$ cat src/rtl/itinv_pkg.sv
package itinv_pkg;

  typedef enum logic [1:0] {
    ST_IDLE = 2'd0,
    ST_SQR  = 2'd1,
    ST_MUL  = 2'd2,
    ST_DONE = 2'd3
  } itinv_state_e;

  // Cycles from operand acceptance to result: squarings plus multiplies.
  function automatic int itinv_latency(input int m);
    int n, len, wt;
    n = m - 1;
    len = 0;
    wt = 0;
    while (n > 0) begin
      len = len + 1;
      wt = wt + (n & 1);
      n = n >> 1;
    end
    return (m - 1) + len + wt - 2;
  endfunction

endpackage

$ cat src/rtl/gf_mul.sv
// Combinational GF(2^M) multiplier, MSB-first shift and add with reduction.
module gf_mul #(
  parameter int         M    = 8,
  parameter logic [M:0] POLY = 9'h11B
) (
  input  logic [M-1:0] a,
  input  logic [M-1:0] b,
  output logic [M-1:0] p
);
  always_comb begin
    logic [M-1:0] acc;
    acc = '0;
    for (int i = M - 1; i >= 0; i--) begin
      acc = {acc[M-2:0], 1'b0} ^ (acc[M-1] ? POLY[M-1:0] : '0);
      if (b[i]) acc = acc ^ a;
    end
    p = acc;
  end
endmodule

$ cat src/rtl/gf_sqr.sv
// Combinational GF(2^M) squarer: spread bits to even positions, then fold
// the high-order terms back with the reduction polynomial.
module gf_sqr #(
  parameter int         M    = 8,
  parameter logic [M:0] POLY = 9'h11B
) (
  input  logic [M-1:0] a,
  output logic [M-1:0] s
);
  localparam int WW = 2 * M - 1;
  localparam logic [WW-1:0] POLY_X = WW'(POLY);

  always_comb begin
    logic [WW-1:0] w;
    w = '0;
    for (int i = 0; i < M; i++) w[2*i] = a[i];
    for (int j = WW - 1; j >= M; j--) begin
      if (w[j]) w = w ^ (POLY_X << (j - M));
    end
    s = w[M-1:0];
  end
endmodule

$ cat src/rtl/itinv_inverter.sv
module itinv_inverter #(
  parameter int         M    = 8,
  parameter logic [M:0] POLY = 9'h11B
) (
  input  logic         clk,
  input  logic         rst_n,
  input  logic         in_valid,
  output logic         in_ready,
  input  logic [M-1:0] in_data,
  output logic         out_valid,
  input  logic         out_ready,
  output logic [M-1:0] out_data
);
  import itinv_pkg::*;

  localparam int LEN = $clog2(M);          // bit length of M-1
  localparam int KW  = $clog2(M) + 1;      // holds k up to M-1
  localparam int PW  = $clog2(LEN) + 1;    // holds remaining chain digits
  localparam logic [31:0] EXPV = 32'(M - 1);

  itinv_state_e state;
  logic [M-1:0]  a_q, acc, cur, res;
  logic [KW-1:0] k, cnt;
  logic [PW-1:0] pos;
  logic          pend, sel_a, fin;

  logic [M-1:0]  sq_out, mul_b, mul_out;

  assign mul_b = sel_a ? a_q : acc;

  gf_sqr #(.M(M), .POLY(POLY)) u_sqr (.a(cur), .s(sq_out));
  gf_mul #(.M(M), .POLY(POLY)) u_mul (.a(cur), .b(mul_b), .p(mul_out));

  // Chain planner: chooses the next squaring group from the position in M-1.
  logic          pl_pend;
  logic [PW-1:0] pl_pos;
  logic [KW-1:0] pl_k;
  logic [KW-1:0] nx_cnt;
  logic [PW-1:0] nx_pos;
  logic          nx_pend, nx_sel, nx_fin;

  always_comb begin
    if (state == ST_MUL) begin
      pl_pend = pend;
      pl_pos  = pos;
      pl_k    = sel_a ? k + KW'(1) : KW'(k << 1);
    end else begin
      pl_pend = 1'b0;
      pl_pos  = PW'(LEN - 1);
      pl_k    = KW'(1);
    end
    nx_cnt  = KW'(1);
    nx_pos  = pl_pos;
    nx_pend = 1'b0;
    nx_sel  = 1'b0;
    nx_fin  = 1'b0;
    if (pl_pend) begin
      nx_sel = 1'b1;                       // increment step: square once, times A
    end else if (pl_pos != '0) begin
      nx_cnt  = pl_k;                      // doubling step: k squarings, times acc
      nx_pend = EXPV[pl_pos - PW'(1)];
      nx_pos  = pl_pos - PW'(1);
    end else begin
      nx_fin = 1'b1;                       // closing squaring
    end
  end

  always_ff @(posedge clk or negedge rst_n) begin
    if (!rst_n) begin
      state <= ST_IDLE;
      a_q   <= '0;
      acc   <= '0;
      cur   <= '0;
      res   <= '0;
      k     <= '0;
      cnt   <= '0;
      pos   <= '0;
      pend  <= 1'b0;
      sel_a <= 1'b0;
      fin   <= 1'b0;
    end else begin
      case (state)
        ST_IDLE: if (in_valid) begin
          a_q   <= in_data;
          acc   <= in_data;
          cur   <= in_data;
          k     <= pl_k;
          cnt   <= nx_cnt;
          pos   <= nx_pos;
          pend  <= nx_pend;
          sel_a <= nx_sel;
          fin   <= nx_fin;
          state <= ST_SQR;
        end
        ST_SQR: begin
          cur <= sq_out;
          if (cnt == KW'(1)) begin
            if (fin) begin
              res   <= sq_out;
              state <= ST_DONE;
            end else begin
              state <= ST_MUL;
            end
          end else begin
            cnt <= cnt - KW'(1);
          end
        end
        ST_MUL: begin
          acc   <= mul_out;
          cur   <= mul_out;
          k     <= pl_k;
          cnt   <= nx_cnt;
          pos   <= nx_pos;
          pend  <= nx_pend;
          sel_a <= nx_sel;
          fin   <= nx_fin;
          state <= ST_SQR;
        end
        ST_DONE: if (out_ready) state <= ST_IDLE;
        default: state <= ST_IDLE;
      endcase
    end
  end

  assign in_ready  = (state == ST_IDLE);
  assign out_valid = (state == ST_DONE);
  assign out_data  = res;

endmodule

$ cat config.mk
export PLATFORM = sky130hd
export DESIGN_NAME = itinv_inverter
export DESIGN_NICKNAME = d
export VERILOG_FILES = /design/src/rtl/itinv_pkg.sv /design/src/rtl/gf_mul.sv /design/src/rtl/gf_sqr.sv /design/src/rtl/itinv_inverter.sv
export SDC_FILE = /design/constraint.sdc
export NUM_CORES = 1
export LEC_CHECK = 0
export ABC_AREA = 1
export BUFFER_PORTS_ARGS = -buffer_cell sky130_fd_sc_hd__clkbuf_2
export CAP_MARGIN = 20
export CORE_AREA = 4 4 158 114
export CTS_BUF_LIST = sky130_fd_sc_hd__clkbuf_16
export CTS_CLUSTER_SIZE = 10
export DETAILED_ROUTE_END_ITERATION = 12
export DIE_AREA = 0 0 162 118
export SLEW_MARGIN = 5
export SYNTH_ARGS = -nofsm -noshare
export SYNTH_HDL_FRONTEND = slang
export SYNTH_SLANG_ARGS = --single-unit
$ cat constraint.sdc
create_clock -name clk -period 5.23 [get_ports clk]
set_input_delay 1.3075 -clock clk [delete_from_list [all_inputs] [get_ports clk]]
set_output_delay 1.3075 -clock clk [all_outputs]
set_load 0.01 [all_outputs]
==> out/metrics.csv <==
metric,value,unit
Mapped Avg Cell Area,6.89,um2
ANT nets after route,0,
Synth Register Bits,48,
CTS resizes,0,
status,completed,
FMAX,325,MHz
crit path max fanout,14,
RSZ-0062 raised after global routing,no,
Worst-Margin Slew,695,ps
Worst Hold Class,flip-flop to flip-flop,
critical path arrival,3260,ps
I/O pin count,22,
antenna violations before repair,0,
Area Overhead vs Synth,10.4,%
Vias/cell,4.57,
fraction of layout cells with a size suffix above 1,15.8,%
clk sink count,48,
fin crit share,58.7,%
Synth area leaders,"dfrtp_1 27%, nand2_1 16%, inv_1 6.5%",
first-pass GRT wire length,19900,um
initial core utilization,26.9,%
TNS Setup,0,ps
Crit path required time,5420,ps
register area share after synthesis,27.4,%
max-cap violations,0,
clock slew at reported path FFs,70,ps
Die Height,118,um
Cells after Synth,637,
# rows,39,
CTS root buf,clkbuf_16,
number of flops mapped to enable cells by yosys,0,
Port-buffer cells,21,
Die W,162,um
TritonCTS clock tree,built,
1st-pass router iterations,5,
total grt overflow,0,
fin nets,674,
hold buffers post-CTS,0,
vias in the first global route,3650,
total CTS buffers,5,
core area,16300,um2
synth unique cells,43,
Final Hold Fails,0,
Synth async-reset ratio,100,%
"Net Count, Synth",661,
DR iter-0 viols,395,
GP Congestion,0.923,
H-tree levels,2,
antenna cells,0,
CP endpoint kind,flip-flop,
most common library cell in the layout ignoring fill and taps,nand2_1,
drc violations,0,
final wirelength,12100,um
routed len/inst,13.8,um
Vias,4001,
final setup skew,7.68,ps
Ys Warns,0,
Post-CTS Setup Bufs,0,
Slew headroom,53.7,%
dominant synthesized flop cell,dfrtp_1,
"commonest cells after routing, fill and taps aside","190 x nand2_1, 76 x inv_1, 53 x nor2_1, 48 x dfrtp_1, 45 x nand3_1",
hpwl dp,9330,um
FF-to-FF setup slack,2160,ps
largest net degree at the start of global routing,49,
final setup fails,0,
Pins Over Slew Limit,0,
clk_lat worst skew,300,ps
area of the die,19100,um2
critical path class,flip-flop to flip-flop,
clock buffer depth,2,
Synth top area share,27.4,%
Critical Path Start Type,flip-flop,
overall routing resource usage,12.9,%
post-synth top area cell,dfrtp_1,
Post-Syn Area,4390,um2
Final min period,3070,ps
## cell type report
type                       count  area [um2]
clock buffer                   5         125
multi-input combinational    484        2740
timing repair buffer          23         120
clock inverter                 3        46.3
sequential                    48        1200
tap                          225         282
fill                        1805       11500
inverter                      88         330
## synthesized netlist by cell type, types with 2 or more instances
library cell and instances:
clkbuf_1 6, xnor2_1 14, xor2_1 27, xor2_2 3, o21ai_2 6, clkinv_1 4
o21bai_1 4, o22ai_1 6, or2_1 2, or2_2 2, nor2_4 2, nand2_2 16
buf_6 6, nand3_1 45, nand2_4 16, inv_1 76, nor2_1 53, ha_1 12
o21ai_0 31, nand3_2 11, nand2_8 2, a21oi_1 21, o221ai_1 2, nand2_1 190
a22o_1 2, buf_2 3, nand3b_1 3, o21ai_1 3, inv_2 8, dfrtp_1 48
## final timing paths
path | startpoint | end | depth (start not counted)
worst max-delay path | sel_a | cur[4] | 21
worst min-delay path | out_data[2] | out_data[2] | 2
worst max register to register | sel_a | cur[4] | 21
worst min register to register | out_data[2] | out_data[2] | 2
max in group asynchronous | rst_n | cnt[1] | 2
min in group asynchronous | rst_n | sel_a | 2
## worst max-delay path, stage by stage (launching register included)
cell and delay (ps):
dfrtp_1 790, inv_2 340, nand2_4 170, nand2_4 90, inv_2 130, nand3_1 90
nand2_1 140, inv_1 50, nand2_1 100, nand2_4 110, inv_2 120, nand2_1 80
nand2_1 70, nand2_1 40, nand2_1 70, nand3_1 120, nand2_1 90, nand2_1 70
nand3_1 120, nand2_1 60, nand2_1 50, nand2_1 40
## sequential cells by signal, indices dropped and copies added (netlist names)
| register | cells |
|---|---|
| out_data | 8 |
| acc | 8 |
| cur | 8 |
| k | 4 |
| state | 2 |
| pend | 1 |
| a_q | 8 |
| pos | 3 |
| fin | 1 |
| sel_a | 1 |
| cnt | 4 |
## layer usage
metal / track usage, % / wire [um] / up-vias
met5: 0 / 0 / -
met4: 2.06 / 110 / 0
met3: 2.45 / 863 / 12
met2: 17.0 / 4520 / 156
met1: 21.4 / 6560 / 1824
li1: - / - / 2009
## per-stage QoR
stage / utilization [%] / std cells / area (um2) / hold slack, ps / setup WS, ps
final: 29.7 / 876 / 4840 / 479 / 2160
after global routing: 29.7 / 876 / 4840 / 516 / 1900
after CTS: 29.7 / 876 / 4840 / 486 / 2200
after global placement: 28.7 / 868 / 4670 / 457 / 2240
after detailed placement: 28.7 / 868 / 4670 / 468 / 2200
after floorplan: - / 637 / 4390 / 450 / 2920
## cell families (layout without fill, tap and decap cells)
logic type	Yosys count	after routing	share of synthesized area (%)
adder cells (fa/ha/maj)	12	12	3.42
AO/OA/AOI/OAI	79	79	10.7
multiplexers	1	1	0.257
buffers and inverters	105	119	10.2
AND/OR/NAND/NOR	348	348	38.8
XOR/XNOR	44	44	9.30
flip-flops	48	48	27.4
Power is not shown: default switching activity piles up to over one toggle a cycle in this logic, so the estimate is an artifact.
